File: src/rtl/zlink_pkg.sv
package zlink_pkg;
  typedef enum logic {PH_IDLE, PH_RUN} phase_t;
endpackage

File: src/rtl/zlink_queue.sv
module zlink_queue #(
  parameter int W     = 8,
  parameter int DEPTH = 4
) (
  input  logic                         clk,
  input  logic                         rst,
  input  logic                         wr_en,
  input  logic [W-1:0]                 wr_data,
  input  logic                         rd_en,
  output logic [W-1:0]                 rd_data,
  output logic                         empty,
  output logic                         full,
  output logic [$clog2(DEPTH+1)-1:0]   level
);
  localparam int AW = (DEPTH > 1) ? $clog2(DEPTH) : 1;
  localparam int LW = $clog2(DEPTH+1);

  logic [W-1:0]  mem [DEPTH];
  logic [AW-1:0] wp, rp;
  logic          do_wr, do_rd;

  assign empty   = (level == '0);
  assign full    = (level == LW'(DEPTH));
  assign do_wr   = wr_en && !full;
  assign do_rd   = rd_en && !empty;
  assign rd_data = mem[rp];

  always_ff @(posedge clk) begin
    if (do_wr) mem[wp] <= wr_data;
  end

  always_ff @(posedge clk) begin
    if (rst) begin
      wp    <= '0;
      rp    <= '0;
      level <= '0;
    end else begin
      if (do_wr) wp <= (wp == AW'(DEPTH-1)) ? '0 : wp + 1'b1;
      if (do_rd) rp <= (rp == AW'(DEPTH-1)) ? '0 : rp + 1'b1;
      if (do_wr && !do_rd)      level <= level + 1'b1;
      else if (do_rd && !do_wr) level <= level - 1'b1;
    end
  end
endmodule

File: src/rtl/zlink_ser.sv
module zlink_ser
  import zlink_pkg::*;
#(
  parameter int DATA_W = 8
) (
  input  logic              clk,
  input  logic              rst,
  input  logic              have_word,
  input  logic [DATA_W-1:0] word,
  output logic              take,
  output logic              line,
  output logic              busy
);
  localparam int FRAME_W = DATA_W + 2;
  localparam int CNT_W   = $clog2(FRAME_W);
  localparam logic [CNT_W-1:0] LAST = CNT_W'(FRAME_W - 1);

  phase_t             ph;
  logic [FRAME_W-1:0] sr;
  logic [CNT_W-1:0]   cnt;
  logic               at_end;

  assign at_end = (ph == PH_RUN) && (cnt == LAST);
  assign take   = have_word && ((ph == PH_IDLE) || at_end);
  assign line   = sr[0];
  assign busy   = (ph == PH_RUN);

  always_ff @(posedge clk) begin
    if (rst) begin
      ph  <= PH_IDLE;
      sr  <= '0;
      cnt <= '0;
    end else if (take) begin
      sr  <= {1'b0, word, 1'b1};
      cnt <= '0;
      ph  <= PH_RUN;
    end else if (at_end) begin
      sr  <= '0;
      cnt <= '0;
      ph  <= PH_IDLE;
    end else if (ph == PH_RUN) begin
      sr  <= sr >> 1;
      cnt <= cnt + 1'b1;
    end
  end
endmodule

File: src/rtl/zlink_des.sv
module zlink_des
  import zlink_pkg::*;
#(
  parameter int DATA_W = 8
) (
  input  logic              clk,
  input  logic              rst,
  input  logic              line,
  output logic [DATA_W-1:0] word,
  output logic              valid,
  output logic              busy
);
  localparam int CW = $clog2(DATA_W + 1);
  localparam logic [CW-1:0] LASTBIT = CW'(DATA_W - 1);

  phase_t            ph;
  logic              prev;
  logic [DATA_W-1:0] sh;
  logic [CW-1:0]     cnt;

  assign busy = (ph == PH_RUN);

  always_ff @(posedge clk) begin
    if (rst) begin
      ph    <= PH_IDLE;
      prev  <= 1'b0;
      sh    <= '0;
      cnt   <= '0;
      word  <= '0;
      valid <= 1'b0;
    end else begin
      prev  <= line;
      valid <= 1'b0;
      if (ph == PH_IDLE) begin
        if (line && !prev) begin
          ph  <= PH_RUN;
          cnt <= '0;
        end
      end else begin
        sh <= {line, sh[DATA_W-1:1]};
        if (cnt == LASTBIT) begin
          word  <= {line, sh[DATA_W-1:1]};
          valid <= 1'b1;
          ph    <= PH_IDLE;
        end else begin
          cnt <= cnt + 1'b1;
        end
      end
    end
  end
endmodule

File: src/rtl/zlink_top.sv
module zlink_top #(
  parameter int DATA_W = 8,
  parameter int QDEPTH = 4
) (
  input  logic              clk,
  input  logic              rst,
  input  logic              in_valid,
  input  logic [DATA_W-1:0] in_data,
  output logic              in_ready,
  output logic              line_out,
  output logic              out_valid,
  output logic [DATA_W-1:0] out_data
);
  localparam int LW = $clog2(QDEPTH + 1);

  logic              q_empty, q_full, q_take;
  logic [DATA_W-1:0] q_head;
  logic [LW-1:0]     q_level;
  logic              tx_busy, rx_busy;

  assign in_ready = !q_full;

  zlink_queue #(.W(DATA_W), .DEPTH(QDEPTH)) i_queue (
    .clk(clk), .rst(rst),
    .wr_en(in_valid), .wr_data(in_data),
    .rd_en(q_take), .rd_data(q_head),
    .empty(q_empty), .full(q_full), .level(q_level)
  );

  zlink_ser #(.DATA_W(DATA_W)) i_ser (
    .clk(clk), .rst(rst),
    .have_word(!q_empty), .word(q_head), .take(q_take),
    .line(line_out), .busy(tx_busy)
  );

  zlink_des #(.DATA_W(DATA_W)) i_des (
    .clk(clk), .rst(rst),
    .line(line_out), .word(out_data), .valid(out_valid), .busy(rx_busy)
  );
endmodule

File: config.mk
export PLATFORM = sky130hd
export DESIGN_NAME = zlink_top
export DESIGN_NICKNAME = d
export VERILOG_FILES = /design/src/rtl/zlink_pkg.sv /design/src/rtl/zlink_queue.sv /design/src/rtl/zlink_ser.sv /design/src/rtl/zlink_des.sv /design/src/rtl/zlink_top.sv
export SDC_FILE = /design/constraint.sdc
export NUM_CORES = 1
export LEC_CHECK = 0
export BUFFER_PORTS_ARGS = -buffer_cell sky130_fd_sc_hd__buf_2
export CAP_MARGIN = 20
export CORE_ASPECT_RATIO = 0.6
export CORE_MARGIN = 5
export CORE_UTILIZATION = 59
export DETAILED_ROUTE_END_ITERATION = 12
export PLACE_DENSITY = 0.8
export SLEW_MARGIN = 25
export SYNTH_ARGS = -nofsm -noshare
export SYNTH_HDL_FRONTEND = slang
export SYNTH_HIERARCHICAL = 1
export SYNTH_SLANG_ARGS = --single-unit
File: constraint.sdc
create_clock -name clk -period 3.1 [get_ports clk]
set_input_delay 0.155 -clock clk [delete_from_list [all_inputs] [get_ports clk]]
set_output_delay 0.155 -clock clk [all_outputs]
set_load 0.05 [all_outputs]
==> impl_metrics.prom <==
# TYPE chip_impl_metric gauge
chip_impl_info{name="outcome",value="completed"} 1
chip_impl_metric{name="worst_ir_drop_vdd",unit="mV"} 0.375
chip_impl_metric{name="design_power_total",unit="W"} 0.00278
chip_impl_metric{name="combinationalPowerShare",unit="%"} 28.2
chip_impl_metric{name="antenna_violating_nets_post_route",unit=""} 0
chip_impl_metric{name="maxSlewViolCount",unit=""} 0
chip_impl_metric{name="synth_cell_types",unit=""} 47
chip_impl_metric{name="grt_antenna_before_repair",unit=""} 0
chip_impl_info{name="hp-class",value="primary input to flop"} 1
chip_impl_info{name="cts_tree",value="done"} 1
chip_impl_metric{name="synth-async-reset-ratio",unit="%"} 0
chip_impl_metric{name="period_share",unit="%"} 79.1
chip_impl_metric{name="sw_frac_of_total",unit="%"} 31.9
chip_impl_metric{name="met3WireLength",unit="um"} 179
chip_impl_metric{name="worst-slew-pin-transition",unit="ps"} 723
chip_impl_metric{name="ctsResizeCount",unit=""} 0
chip_impl_metric{name="critical_path_required",unit="ps"} 3360
chip_impl_metric{name="drt-met1-wl",unit="mm"} 2.72
chip_impl_info{name="routed.top_layer",value="met4"} 1
chip_impl_metric{name="synthDominantCellAreaShare",unit="%"} 30.1
chip_impl_metric{name="synth.net_count",unit=""} 283
chip_impl_metric{name="dieArea",unit="sq um"} 7030
chip_impl_info{name="synth_top_cells_by_count",value="45 x sky130_fd_sc_hd__dfxtp_1, 32 x sky130_fd_sc_hd__edfxtp_1, 20 x sky130_fd_sc_hd__nand2_1, 19 x sky130_fd_sc_hd__a21oi_1, 18 x sky130_fd_sc_hd__nor2_1"} 1
chip_impl_metric{name="gpl.final_weighted_congestion",unit=""} 0.821
chip_impl_metric{name="grt_pass1_vias",unit=""} 1808
chip_impl_metric{name="cts_made_buffers",unit=""} 9
chip_impl_metric{name="seqPwrFrac",unit="%"} 49.4
chip_impl_metric{name="stdcell_area",unit="sq um"} 3480
chip_impl_metric{name="finalSetupViolCount",unit=""} 0
chip_impl_metric{name="worst_clock_skew",unit="ps"} 7.68
chip_impl_metric{name="ctsHoldBuffers",unit=""} 0
chip_impl_metric{name="place_hpwl",unit="mm"} 3.57
chip_impl_metric{name="chipWidth",unit="um"} 105
chip_impl_metric{name="routed_length_per_instance",unit="um"} 14.8
chip_impl_metric{name="postPlaceCellArea",unit="sq um"} 3320
chip_impl_info{name="ys_top_cells_by_area",value="sky130_fd_sc_hd__edfxtp_1 30%, sky130_fd_sc_hd__dfxtp_1 28%, sky130_fd_sc_hd__mux4_2 5.6%, sky130_fd_sc_hd__ha_1 3.5%, sky130_fd_sc_hd__mux2i_1 3.4%"} 1
chip_impl_metric{name="core-area",unit="sq um"} 5150
chip_impl_metric{name="yosysWarningCount",unit=""} 6
chip_impl_metric{name="grt_start_max_net_pins",unit=""} 39
chip_impl_metric{name="final_period_minus_worst_setup_slack",unit="ps"} 2450
chip_impl_metric{name="worst_ep_arrival_time",unit="ps"} 2710
chip_impl_metric{name="vias",unit=""} 1951
chip_impl_metric{name="seq_cells_post_synth",unit=""} 77
chip_impl_metric{name="post_route_cells_drive_above_1_share",unit="%"} 17.8
chip_impl_metric{name="antenna_cells",unit=""} 0
chip_impl_metric{name="pin_count",unit=""} 22
chip_impl_metric{name="syn_area",unit="sq um"} 3190
chip_impl_info{name="setup.worst_path.class",value="flop to flop"} 1
chip_impl_metric{name="detail_route.wirelength",unit="mm"} 5.21
chip_impl_metric{name="leakagePower",unit="nW"} 1.30
chip_impl_metric{name="grt_util_all_layers",unit="%"} 16.7
chip_impl_metric{name="ys_seq_area_share",unit="%"} 58.3
chip_impl_metric{name="worstPathMaxFanout",unit=""} 15
chip_impl_metric{name="syn-mean-instance-area",unit="sq um"} 12.2
chip_impl_metric{name="worst_skew_pair.late_latency",unit="ps"} 330
chip_impl_info{name="clock-root-buffer",value="sky130_fd_sc_hd__clkbuf_8"} 1
chip_impl_metric{name="internal_power",unit="W"} 0.00190
chip_impl_metric{name="drt-initial-drc-count",unit=""} 112
chip_impl_metric{name="clock_sinks",unit=""} 77
chip_impl_metric{name="final_net_count",unit=""} 303
chip_impl_metric{name="slew-limit-headroom",unit="%"} 51.8
chip_impl_metric{name="clock_network_power_share",unit="%"} 22.3
chip_impl_metric{name="utilization",unit="%"} 67.6
chip_impl_metric{name="hold_ws",unit="ps"} 33.8
chip_impl_metric{name="h-tree-depth",unit=""} 3
chip_impl_metric{name="totalNegativeSetupSlack",unit="ps"} 0
chip_impl_metric{name="synth_enable_flop_cells",unit=""} 32
chip_impl_metric{name="nFillCells",unit=""} 371
chip_impl_info{name="postSynth.topFlopCell",value="sky130_fd_sc_hd__dfxtp_1"} 1
chip_impl_metric{name="clk_pin_slew",unit="ps"} 70
chip_impl_metric{name="area_growth_syn_to_layout",unit="%"} 9.09
chip_impl_metric{name="start_util",unit="%"} 62.0
chip_impl_metric{name="post-cts-setup-buffers",unit=""} 0
chip_impl_info{name="endpoint_type_of_the_worst_setup_path",value="flop"} 1
chip_impl_metric{name="synthCells",unit=""} 262
chip_impl_metric{name="drt_pre_antenna_iters",unit=""} 4
chip_impl_info{name="cp-start-kind",value="flop"} 1
chip_impl_info{name="yosys.area.top_type",value="sky130_fd_sc_hd__edfxtp_1"} 1
chip_impl_metric{name="vias_per_cell",unit=""} 5.53
chip_impl_metric{name="post-route-drc-count",unit=""} 0
chip_impl_info{name="grt_setup_unrepaired",value="false"} 1
chip_impl_info{name="yosysMostFrequentCell",value="sky130_fd_sc_hd__dfxtp_1"} 1
chip_impl_metric{name="dr_wl_met2",unit="mm"} 2.23
chip_impl_metric{name="p_per_area",unit="nW/um^2"} 799
chip_impl_metric{name="clock.fmax",unit="MHz"} 408
chip_impl_metric{name="globalRoute.totalOverflow",unit=""} 0
chip_impl_metric{name="hold_viol",unit=""} 0
chip_impl_metric{name="ctsLongestPathBuffers",unit=""} 2
chip_impl_metric{name="power.switching",unit="W"} 0.000887
chip_impl_metric{name="fp-row-count",unit=""} 20
chip_impl_metric{name="wire_length_of_the_first_global_routing_pass",unit="mm"} 8.90
chip_impl_metric{name="max-cap-violations",unit=""} 0
chip_impl_metric{name="die_y",unit="um"} 67.0
chip_impl_metric{name="io_buffers",unit=""} 21
-- layer usage --
| metal | GRT usage [%] | vias to the layer above |
|---|---|---|
| met4 | 7.34 | 0 |
| met5 | 0 | - |
| li1 | - | 980 |
| met3 | 5.52 | 9 |
| met2 | 23.2 | 30 |
| met1 | 23.6 | 932 |
-- registers in the layout, indices dropped and copies added (netlist names), 2 cells and up, named ones only --
signal	flops
i_queue/mem	32
i_ser/sr	9
i_des/word	8
i_des/sh	7
i_des/cnt	4
i_ser/cnt	4
i_queue/level	3
i_queue/rp	2
i_queue/wp	2
-- per-stage QoR --
step	setup WS, ps	cells
final	648	353
after global routing	417	353
after CTS	639	353
after detailed placement	642	337
after global placement	688	337
after floorplan	782	262
-- layout make-up --
cell class              instances  area (sq um)  area share (%)
repair buffers                 22           113            3.23
clock inverters                 3          12.5           0.359
inverters                      16          86.3            2.48
well taps                      66          82.6            2.37
multi-input cells             156          1180            33.9
flip-flops and latches         77          1860            53.4
clock buffers                  13           149            4.27
-- power by group through the flow --
stage	logic, W	clock network (W)	registers (W)
after floorplan	0.000705	0	0.00133
after global placement	0.000763	0	0.00139
after detailed placement	0.000780	0	0.00140
after CTS	0.000784	0.000641	0.00138
after global routing	0.000885	0.000703	0.00140
final	0.000786	0.000622	0.00138
-- worst max-delay path: stages (launching register included) --
cell and delay [ps]:
sky130_fd_sc_hd__dfxtp_1 370, sky130_fd_sc_hd__nor3_1 180, sky130_fd_sc_hd__inv_1 230, sky130_fd_sc_hd__a21boi_0 210
sky130_fd_sc_hd__o31ai_2 120, sky130_fd_sc_hd__ha_1 250, sky130_fd_sc_hd__inv_1 60, sky130_fd_sc_hd__fa_1 370
sky130_fd_sc_hd__xor2_1 160, sky130_fd_sc_hd__or3_1 310, sky130_fd_sc_hd__a21oi_1 130
-- placed cells by master, fill, tap and decap left out, types with 4 or more instances in the layout --
cell type	n
sky130_fd_sc_hd__nor3_1	10
sky130_fd_sc_hd__a22o_1	7
sky130_fd_sc_hd__mux2i_1	11
sky130_fd_sc_hd__nor2b_1	4
sky130_fd_sc_hd__nand3_1	6
sky130_fd_sc_hd__dfxtp_1	45
sky130_fd_sc_hd__and3_1	4
sky130_fd_sc_hd__nand2_1	20
sky130_fd_sc_hd__nor2_1	18
sky130_fd_sc_hd__clkbuf_8	10
sky130_fd_sc_hd__mux4_2	8
sky130_fd_sc_hd__buf_2	21
sky130_fd_sc_hd__xor2_1	4
sky130_fd_sc_hd__a21oi_1	19
sky130_fd_sc_hd__edfxtp_1	32
sky130_fd_sc_hd__ha_1	9
sky130_fd_sc_hd__inv_1	14
-- path summary, 6_finish.rpt --
kind / startpoint / end / slack (ps) / depth (start not counted)
worst max-delay path: i_queue/level[0] / i_queue/level[2] / 650 / 10
worst min-delay path: in_data[1] / i_queue/mem[2][1] / 30 / 1
worst max register to register: i_queue/level[0] / i_queue/level[2] / 650 / 10
worst min register to register: i_des/sh[1] / i_des/word[0] / 450 / 2
-- cell families (layout without fill, tap and decap cells) --
logic type / count (synthesis) / after routing / synth area share [%]
mux: 19 / 19 / 9.09
flops: 77 / 77 / 58.3
buf+inv: 29 / 54 / 4.78
compound gates: 43 / 43 / 9.48
fa+ha+maj: 10 / 10 / 4.15
xor+xnor: 5 / 5 / 1.37
simple gates: 79 / 79 / 12.8
(Power assumes the default switching activity.)
